--- src/rtl/sep_pkg.sv ---
package sep_pkg;

    // One separated bit: strobe plus value
    typedef struct packed {
        logic vld;
        logic val;
    } sep_bit_t;

endpackage

--- src/rtl/sep_cell_timer.sv ---
module sep_cell_timer #(
    parameter int WIN_TICKS = 8,
    parameter int POS_W     = $clog2(2 * WIN_TICKS)
) (
    input  logic             clk,
    input  logic             rst_n,
    input  logic             cell_start,
    output logic             in_cell,
    output logic [POS_W-1:0] pos
);

    localparam logic [POS_W-1:0] LAST_TICK = POS_W'(2 * WIN_TICKS - 1);

    typedef struct packed {
        logic             active;
        logic [POS_W-1:0] cnt;
    } tmr_state_t;

    tmr_state_t s_q, s_d;

    always_comb begin
        s_d     = s_q;
        in_cell = 1'b0;
        pos     = s_q.cnt;
        if (cell_start) begin
            in_cell = 1'b1;
            pos     = '0;
        end else if (s_q.active && (s_q.cnt != LAST_TICK)) begin
            in_cell = 1'b1;
            pos     = s_q.cnt + 1'b1;
        end
        s_d.active = in_cell;
        if (in_cell) begin
            s_d.cnt = pos;
        end
    end

    always_ff @(posedge clk) begin
        if (!rst_n) begin
            s_q <= '0;
        end else begin
            s_q <= s_d;
        end
    end

endmodule

--- src/rtl/sep_window_acc.sv ---
module sep_window_acc
    import sep_pkg::*;
#(
    parameter int WIN_TICKS = 8,
    parameter int POS_W     = $clog2(2 * WIN_TICKS)
) (
    input  logic             clk,
    input  logic             rst_n,
    input  logic             cell_start,
    input  logic             in_cell,
    input  logic [POS_W-1:0] pos,
    input  logic             flux_pulse,
    output sep_bit_t         clk_ev,
    output sep_bit_t         dat_ev
);

    localparam logic [POS_W-1:0] CLK_LAST  = POS_W'(WIN_TICKS - 1);
    localparam logic [POS_W-1:0] DAT_FIRST = POS_W'(WIN_TICKS);
    localparam logic [POS_W-1:0] DAT_LAST  = POS_W'(2 * WIN_TICKS - 1);

    typedef struct packed {
        logic     clk_open;
        logic     clk_hit;
        logic     dat_open;
        logic     dat_hit;
        sep_bit_t clk_ev;
        sep_bit_t dat_ev;
    } acc_state_t;

    acc_state_t s_q, s_d;
    logic       hit_clk;
    logic       hit_dat;

    always_comb begin
        hit_clk = flux_pulse && in_cell && (pos < DAT_FIRST);
        hit_dat = flux_pulse && in_cell && !(pos < DAT_FIRST);

        s_d        = s_q;
        s_d.clk_ev = '0;
        s_d.dat_ev = '0;

        if (cell_start) begin
            // a new boundary closes whatever is still open
            if (s_q.clk_open) begin
                s_d.clk_ev = sep_bit_t'{vld: 1'b1, val: s_q.clk_hit};
            end
            if (s_q.dat_open) begin
                s_d.dat_ev = sep_bit_t'{vld: 1'b1, val: s_q.dat_hit};
            end
            s_d.clk_open = 1'b1;
            s_d.clk_hit  = hit_clk;
            s_d.dat_open = 1'b0;
            s_d.dat_hit  = 1'b0;
        end else if (in_cell) begin
            if (s_q.clk_open) begin
                if (pos == CLK_LAST) begin
                    s_d.clk_ev   = sep_bit_t'{vld: 1'b1, val: s_q.clk_hit | hit_clk};
                    s_d.clk_open = 1'b0;
                    s_d.clk_hit  = 1'b0;
                end else begin
                    s_d.clk_hit = s_q.clk_hit | hit_clk;
                end
            end
            if (pos == DAT_FIRST) begin
                s_d.dat_open = 1'b1;
                s_d.dat_hit  = hit_dat;
            end else if (s_q.dat_open) begin
                if (pos == DAT_LAST) begin
                    s_d.dat_ev   = sep_bit_t'{vld: 1'b1, val: s_q.dat_hit | hit_dat};
                    s_d.dat_open = 1'b0;
                    s_d.dat_hit  = 1'b0;
                end else begin
                    s_d.dat_hit = s_q.dat_hit | hit_dat;
                end
            end
        end
    end

    always_ff @(posedge clk) begin
        if (!rst_n) begin
            s_q <= '0;
        end else begin
            s_q <= s_d;
        end
    end

    assign clk_ev = s_q.clk_ev;
    assign dat_ev = s_q.dat_ev;

endmodule

--- src/rtl/sep_margin_det.sv ---
module sep_margin_det #(
    parameter int WIN_TICKS  = 8,
    parameter int EDGE_TICKS = 1,
    parameter int POS_W      = $clog2(2 * WIN_TICKS)
) (
    input  logic             clk,
    input  logic             rst_n,
    input  logic             in_cell,
    input  logic [POS_W-1:0] pos,
    input  logic             flux_pulse,
    input  logic             margin_clr,
    output logic             margin_flag
);

    localparam logic [POS_W-1:0] WIN_SIZE = POS_W'(WIN_TICKS);
    localparam logic [POS_W-1:0] LOW_LIM  = POS_W'(EDGE_TICKS);
    localparam logic [POS_W-1:0] HIGH_LIM = POS_W'(WIN_TICKS - 1 - EDGE_TICKS);

    typedef struct packed {
        logic flag;
    } mrg_state_t;

    mrg_state_t       s_q, s_d;
    logic [POS_W-1:0] offset;
    logic             near_edge;
    logic             marginal;

    always_comb begin
        offset    = (pos < WIN_SIZE) ? pos : (pos - WIN_SIZE);
        near_edge = (offset < LOW_LIM) || (offset > HIGH_LIM);
        marginal  = in_cell && flux_pulse && near_edge;
        s_d       = s_q;
        // a fresh marginal pulse wins over a clear
        s_d.flag  = marginal | (s_q.flag & ~margin_clr);
    end

    always_ff @(posedge clk) begin
        if (!rst_n) begin
            s_q <= '0;
        end else begin
            s_q <= s_d;
        end
    end

    assign margin_flag = s_q.flag;

endmodule

--- src/rtl/sep_window_separator.sv ---
module sep_window_separator
    import sep_pkg::*;
#(
    parameter int WIN_TICKS  = 8,
    parameter int EDGE_TICKS = 1
) (
    input  logic clk,
    input  logic rst_n,
    input  logic cell_start,
    input  logic flux_pulse,
    input  logic margin_clr,
    output logic clk_bit,
    output logic clk_bit_vld,
    output logic data_bit,
    output logic data_bit_vld,
    output logic margin_flag
);

    localparam int POS_W = $clog2(2 * WIN_TICKS);

    logic             in_cell;
    logic [POS_W-1:0] pos;
    sep_bit_t         clk_ev;
    sep_bit_t         dat_ev;

    sep_cell_timer #(
        .WIN_TICKS (WIN_TICKS),
        .POS_W     (POS_W)
    ) u_timer (
        .clk        (clk),
        .rst_n      (rst_n),
        .cell_start (cell_start),
        .in_cell    (in_cell),
        .pos        (pos)
    );

    sep_window_acc #(
        .WIN_TICKS (WIN_TICKS),
        .POS_W     (POS_W)
    ) u_acc (
        .clk        (clk),
        .rst_n      (rst_n),
        .cell_start (cell_start),
        .in_cell    (in_cell),
        .pos        (pos),
        .flux_pulse (flux_pulse),
        .clk_ev     (clk_ev),
        .dat_ev     (dat_ev)
    );

    sep_margin_det #(
        .WIN_TICKS  (WIN_TICKS),
        .EDGE_TICKS (EDGE_TICKS),
        .POS_W      (POS_W)
    ) u_margin (
        .clk         (clk),
        .rst_n       (rst_n),
        .in_cell     (in_cell),
        .pos         (pos),
        .flux_pulse  (flux_pulse),
        .margin_clr  (margin_clr),
        .margin_flag (margin_flag)
    );

    assign clk_bit      = clk_ev.val;
    assign clk_bit_vld  = clk_ev.vld;
    assign data_bit     = dat_ev.val;
    assign data_bit_vld = dat_ev.vld;

endmodule

--- config.mk ---
export PLATFORM = sky130hd
export DESIGN_NAME = sep_window_separator
export DESIGN_NICKNAME = d
export VERILOG_FILES = /design/src/rtl/sep_pkg.sv /design/src/rtl/sep_cell_timer.sv /design/src/rtl/sep_window_acc.sv /design/src/rtl/sep_margin_det.sv /design/src/rtl/sep_window_separator.sv
export SDC_FILE = /design/constraint.sdc
export NUM_CORES = 1
export LEC_CHECK = 0
export ABC_CLOCK_PERIOD_IN_PS = 2300
export CAP_MARGIN = 10
export CORE_UTILIZATION = 35
export DETAILED_ROUTE_END_ITERATION = 6
export PLACE_DENSITY = 0.53
export SYNTH_ARGS = -nofsm -noshare
export SYNTH_HDL_FRONTEND = slang
export SYNTH_SLANG_ARGS = --single-unit
--- constraint.sdc ---
create_clock -name clk -period 2.3 [get_ports clk]
set_clock_uncertainty 0.2 [all_clocks]
set_input_delay 0.23 -clock clk [delete_from_list [all_inputs] [get_ports clk]]
set_output_delay 0.23 -clock clk [all_outputs]
set_load 0.05 [all_outputs]
==> results of run 1 <==
kinds of logic after synthesis:
kind of cell,Yosys count
and+or+nand+nor,42
AOI/OAI and AO/OA,27
DFF,14
buffers and inverters,9
xor gates and xnor gates,2
adders and majority gates,1
worst max-delay path by stage:
| stage | end | from | slack (ns) | depth (start not counted) |
|---|---|---|---|---|
| CTS | u_acc.s_q[4] | u_timer.s_q[1] | 0.15 | 6 |
| global route | u_acc.clk_ev[0] | u_timer.s_q[1] | 0.05 | 6 |
| floorplan | u_acc.s_q[4] | u_timer.s_q[1] | 0.39 | 7 |
| finish | u_acc.s_q[4] | u_timer.s_q[1] | 0.18 | 6 |
| global placement | u_acc.s_q[4] | u_timer.s_q[1] | 0.20 | 6 |
| detailed placement | u_acc.s_q[4] | u_timer.s_q[1] | 0.19 | 6 |
Yosys cell counts, drive strengths merged, types with 3 or more instances:
library cell  instances
a21oi                 6
a31oi                 3
buf                   3
dfxtp                14
inv                   4
nand2                13
nand3                 3
nor2                 11
nor3                  3
o21ai                 5
what timing repair did:
action / 4_1_cts / 5_1_grt
endpoints found under the hold margin: 0 / 0
setup endpoints to repair: 0 / 3
hold buffers: 0 / 0
resized for setup: 0 / 1
flip-flops by register name, summed over array words and instances, names as in the netlist:
| name | count |
|---|---|
| u_timer.s_q | 5 |
| u_acc.clk_ev | 2 |
| u_acc.dat_ev | 2 |
| u_margin.margin_flag | 1 |
| u_acc.s_q | 4 |
power by group:
group | total [mW] | leakage (nW) | internal (mW) | switching, mW
registers | 0.256 | 0.114 | 0.249 | 0.00747
logic | 0.0612 | 0.188 | 0.0248 | 0.0364
clock network | 0.178 | 0.0210 | 0.0962 | 0.0823
total | 0.496 | 0.323 | 0.370 | 0.126
cell type report:
class	count	area, µm²
inverter	4	15.01
clock buffer	4	36.28
timing repair buffer	11	105.1
fill	219	1121
multi-input combinational	72	450.4
tap	27	33.78
sequential	14	280.3
per-stage QoR:
stage | cells | util (%) | power [mW] | cell area (µm²)
floorplan | 95 | - | 0.3028 | 795.8
global placement | 128 | 43.20 | 0.3229 | 882.1
detailed placement | 128 | 43.20 | 0.3220 | 882.1
CTS | 132 | 44.98 | 0.4995 | 918.4
global route | 132 | 45.10 | 0.5186 | 920.9
finish | 132 | 45.10 | 0.4962 | 920.9
routing by layer:
metal	vias to the layer above	wire, µm	GRT usage, %
met5	-	0	0
met4	0	8	4.286
met3	2	57	2.778
met2	14	738	22.30
met1	324	862	22.99
li1	364	-	-
==> reports/qor.csv, run 1 <==
stage,metric,value,unit
run_status,status,completed,
floorplan,Core ar.,0.002042,mm²
job,max_cap viols,0,
worst_hold_path,hold_sp,margin_clr,
logic_synthesis,post-synthesis mux area share,0,%
setup_path,Critical R2R Launch,u_timer.s_q[1],
detailed_routing,via/cell ratio,5.333,
detailed_routing,Total Routed Length,1.667,mm
setup_path,"Largest stage delay, worst path",0.49,ns
timing,worst hold margin,0.2837,ns
logic_synthesis,Avg Inst Size Synth,8.376,µm²
timing,setup tns final,0,ns
logic_synthesis,Most used DFF post-synth,dfxtp_1,
cells_and_area,"most common cell after layout, fill and taps aside",dfxtp_1,
timing,Max Slew Vio Count,0,
timing,Setup-failing EPs final,0,
setup_path,CP Launch Type,flop,
worst_hold_path,WHS Path Cells,2,
floorplan,Top Ports,10,
power_and_ir_drop,Peak VDD IR,293.8,µV
timing,unrepaired setup endpoints after global routing,no,
logic_synthesis,Mapped Area,795.8,µm²
setup_path,capturing point of the worst reg2reg path,u_acc.s_q[4],
logic_synthesis,post-synthesis simple-gate area fraction,27.83,%
clock_tree,CTS tree,done,
setup_path,"delay-heaviest family, CP",simple AND/OR/NAND/NOR gates,
setup_path,critical-path cell list,"ha_2, and3_4, nor3_1, o211ai_2, or3b_1, o32ai_1",
timing,Final WS setup,0.1782,ns
cells_and_area,Layout Nets,112,
clock_tree,Num CTS Buffers,3,
floorplan,DIE AREA,0.002468,mm²
floorplan,Die H,49.68,µm
floorplan,Die Width,49.68,µm
clock_tree,CTS Sinks,14,
place,quantity of I/O buffers inserted on ports,9,
setup_path,Worst Path Arrival,2.11,ns
setup_path,reg2reg setup slack,0.18,ns
setup_path,Worst Path Buf+Inv,0,
cells_and_area,Area Growth Syn to Fin,15.72,%
cells_and_area,Antenna Cells,0,
logic_synthesis,count of state elements after synthesis,14,
logic_synthesis,area fraction in compound gates after synthesis,24.69,%
global_routing,largest net degree at the start of global routing,11,
setup_path,CP max-delay cell,dfxtp_1,
clock_tree,Clock transition at path regs,0.09,ns
logic_synthesis,largest area contributor in the netlist,dfxtp_1,
timing,Max Clk Rate,471.3,MHz
logic_synthesis,post-synth top area share,35.22,%
place,dpl hpwl,1.211,mm
timing,Slew @ Worst Pin,0.4944,ns
worst_hold_path,Hold Path Sink,u_margin.margin_flag,
place,GP Congestion,0.7831,
detailed_routing,initial DRC count,26,
logic_synthesis,largest family of logic cells by synthesized area,simple AND/OR/NAND/NOR gates,
detailed_routing,DR WL/cell,12.63,µm
detailed_routing,DRC viols,0,
timing,final critical-path share of the clock period,92.25,%
global_routing,GRT Overall Usage,15.43,%
logic_synthesis,"Async S/R FF share, synth",0,%
timing,Slew headroom,66.94,%
logic_synthesis,XOR/XNOR share of the synthesized area,2.201,%
clock_tree,htree depth,1,
setup_path,path depth of the worst reg2reg path,6,
clock_tree,clk buf depth,2,
cells_and_area,fraction of layout cells with a size suffix above 1,13.33,%
clock_tree,"Clk Latency, worst-skew pair",0.28,ns
cells_and_area,most frequent cells in the layout,"dfxtp_1, nand2_1, nor2_1, clkdlybuf4s50_1, a21oi_1",
logic_synthesis,Post-synth EDFFs,0,
logic_synthesis,sequential area share after synthesis,35.22,%
global_routing,initial antenna violation count,0,
setup_path,critical path required time,2.28,ns
logic_synthesis,Synth Net Count,101,
clock_tree,clock root buffer,clkbuf_4,
clock_tree,Post-CTS Setup Inserts,0,
logic_synthesis,adder-cell share of the synthesized area,1.572,%
global_routing,gr ovfl total,0,
setup_path,crit-path max FO,9,
power_and_ir_drop,pwr/cell area,538.8,mW/mm²
global_routing,first-pass GRT wire length,2.973,mm
detailed_routing,Final ANT Viol Nets,0,
timing,final hold viol count,0,
logic_synthesis,ranking of synthesized cells by area,"dfxtp_1, nand2_1, nor2_1",
setup_path,Worst Setup End Kind,flop,
power_and_ir_drop,Leak Pwr,0.3235,nW
floorplan,Rows,16,
detailed_routing,router iterations before antenna repair,4,
logic_synthesis,synth warn,0,
logic_synthesis,cells after synthesis,95,
worst_hold_path,worst hold path type,in2reg,
detailed_routing,Vias,704,
floorplan,starting density of the core,38.97,%
logic_synthesis,Netlist cell types,38,
global_routing,vias in the first global route,655,
timing,fin crit period,2.122,ns
setup_path,WS Path Type,reg2reg,
place,pre-CTS WS,0.1910,ns
Power figures use the tool's default switching activity.
==> run 2: changes to the inputs <==
--- a/config.mk
+++ b/config.mk
@@ -10,6 +10,7 @@
 export CORE_UTILIZATION = 35
 export DETAILED_ROUTE_END_ITERATION = 6
 export PLACE_DENSITY = 0.53
+export RECOVER_POWER = 100
 export SYNTH_ARGS = -nofsm -noshare
 export SYNTH_HDL_FRONTEND = slang
 export SYNTH_SLANG_ARGS = --single-unit
==> run 2 against run 1 <==
Largest cell class unchanged. Clock power about the same. Worst setup slack improved by 0.0097 ns. Register-to-register slack about the same. Final cell count stayed put. Combinational power down 1%. Die area stayed put. Final area decreased by 0.14%. Critical endpoint unchanged. Non-clock buffer count unchanged. Sequential power barely moved.
==> reports/qor.csv, run 2 (same netlist as run 1, synthesis figures left out) <==
stage,metric,value,unit
floorplan,Top Ports,10,
cells_and_area,"most common cell after layout, fill and taps aside",dfxtp_1,
floorplan,Rows,16,
job,max_cap viols,0,
setup_path,Worst Setup End Kind,flop,
timing,setup tns final,0,ns
cells_and_area,Final Util,45.04,%
global_routing,first-pass GRT wire length,2.973,mm
cells_and_area,most frequent cells in the layout,"dfxtp_1, nand2_1, nor2_1, a21oi_1, dlygate4sd3_1",
global_routing,initial antenna violation count,0,
power_and_ir_drop,Leak Pwr,0.3371,nW
power_and_ir_drop,switch share,25.57,%
floorplan,starting density of the core,38.97,%
clock_tree,Num CTS Buffers,3,
detailed_routing,Final ANT Viol Nets,0,
worst_hold_path,worst hold path type,in2reg,
timing,unrepaired setup endpoints after global routing,no,
cells_and_area,"Cell Count, Final, Fillers Out",132,
cells_and_area,# fillers,220,
setup_path,Worst Path Buf+Inv,0,
timing,Max Clk Rate,473.5,MHz
clock_tree,CTS Sinks,14,
setup_path,"Largest stage delay, worst path",0.48,ns
setup_path,CP max-delay cell,dfxtp_1,
cells_and_area,Top Registers,"u_timer.s_q: 5 flops, u_acc.s_q: 4 flops",
cells_and_area,Area Growth Syn to Fin,15.57,%
detailed_routing,via/cell ratio,5.439,
run_status,status,completed,
clock_tree,Post-CTS Setup Inserts,0,
power_and_ir_drop,sequential share of power,51.7,%
cells_and_area,fraction of layout cells with a size suffix above 1,12.38,%
detailed_routing,router iterations before antenna repair,4,
setup_path,Critical R2R Launch,u_timer.s_q[1],
power_and_ir_drop,Switch Pwr,126.8,µW
place,quantity of I/O buffers inserted on ports,9,
detailed_routing,initial DRC count,27,
floorplan,Die H,49.68,µm
detailed_routing,DRC viols,0,
timing,worst hold margin,0.2832,ns
floorplan,Core ar.,0.002042,mm²
place,DP Cell Count,128,
place,dpl hpwl,1.211,mm
clock_tree,Clock transition at path regs,0.09,ns
clock_tree,"Clk Latency, worst-skew pair",0.28,ns
cells_and_area,Antenna Cells,0,
timing,Slew headroom,66.47,%
power_and_ir_drop,clock power share,36.1,%
clock_tree,clk buf depth,2,
setup_path,critical-path cell list,"ha_2, and3_4, nor3_1, o211ai_2, or3b_1, o32ai_1",
timing,Setup-failing EPs final,0,
setup_path,Worst Path Arrival,2.10,ns
floorplan,DIE AREA,0.002468,mm²
clock_tree,htree depth,1,
power_and_ir_drop,pwr/cell area,539.3,mW/mm²
clock_tree,CTS tree,done,
global_routing,GRT Overall Usage,15.43,%
setup_path,"delay-heaviest family, CP",simple AND/OR/NAND/NOR gates,
detailed_routing,DR WL/cell,12.69,µm
place,GP Congestion,0.7831,
global_routing,largest net degree at the start of global routing,11,
power_and_ir_drop,Pint,369.2,µW
global_routing,vias in the first global route,655,
setup_path,WS Path Type,reg2reg,
timing,fin crit period,2.112,ns
worst_hold_path,hold_sp,margin_clr,
detailed_routing,Vias,718,
cells_and_area,Layout Nets,112,
timing,Slew @ Worst Pin,0.5013,ns
power_and_ir_drop,Comb pwr share,12.2,%
timing,final hold viol count,0,
clock_tree,clock root buffer,clkbuf_4,
cells_and_area,largest register by flop count,u_timer.s_q,
timing,Max Slew Vio Count,0,
timing,final critical-path share of the clock period,91.83,%
setup_path,CP Launch Type,flop,
setup_path,crit-path max FO,9,
cells_and_area,Largest register FFs,5,
power_and_ir_drop,Peak VDD IR,294.3,µV
setup_path,critical path required time,2.29,ns
detailed_routing,Total Routed Length,1.675,mm
setup_path,Critical Path Source,u_timer.s_q[1],
floorplan,Die Width,49.68,µm
global_routing,gr ovfl total,0,
==> run 2: power groups by stage <==
| stage | sequential, mW | combinational, mW | clock [mW] |
|---|---|---|---|
| 2_1_floorplan | 0.266 | 0.0371 | 0 |
| 3_5_place_dp | 0.262 | 0.0605 | 0 |
| 3_3_place_gp | 0.262 | 0.0613 | 0 |
| 4_1_cts | 0.256 | 0.0607 | 0.183 |
| 6_report | 0.256 | 0.0605 | 0.179 |
| 5_1_grt | 0.257 | 0.0673 | 0.193 |
==> run 2: stage by stage <==
step	power [mW]	cell area, µm²	setup WS, ns
finish	0.4960	919.6	0.1879
global route	0.5176	919.6	0.04635
floorplan	0.3028	795.8	0.3851
global placement	0.3229	882.1	0.2028
detailed placement	0.3220	882.1	0.1910
CTS	0.4995	918.4	0.1530
==> run 2: routing by layer <==
metal	share of wire, %	wire, µm	global-route usage [%]	vias to the layer above
met2	43	728	22.30	22
met4	0.48	8	4.286	0
li1	-	-	-	366
met1	51	856	22.99	328
met5	0	0	0	-
met3	4.8	81	2.778	2
==> run 2: final timing paths <==
path / slack (ns) / to / cells past startpoint
setup reg to reg: 0.19 / u_acc.s_q[4] / 6
hold reg to reg: 0.29 / u_margin.margin_flag / 2
setup / recovery: 0.19 / u_acc.s_q[4] / 6
hold / removal: 0.28 / u_margin.margin_flag / 2
==> run 2: layout make-up <==
type | count | area [µm²] | share of cell area, %
well taps | 27 | 33.78 | 3.673
repair buffers | 11 | 105.1 | 11.43
flip-flops and latches | 14 | 280.3 | 30.48
clock buffers | 4 | 36.28 | 3.946
inverters | 4 | 15.01 | 1.633
multi-input cells | 72 | 449.2 | 48.84
==> run 2: repair_timing <==
item                       in CTS  in global routing
resized for setup               0                  1
hold buffers                    0                  0
setup endpoints to repair       0                  3
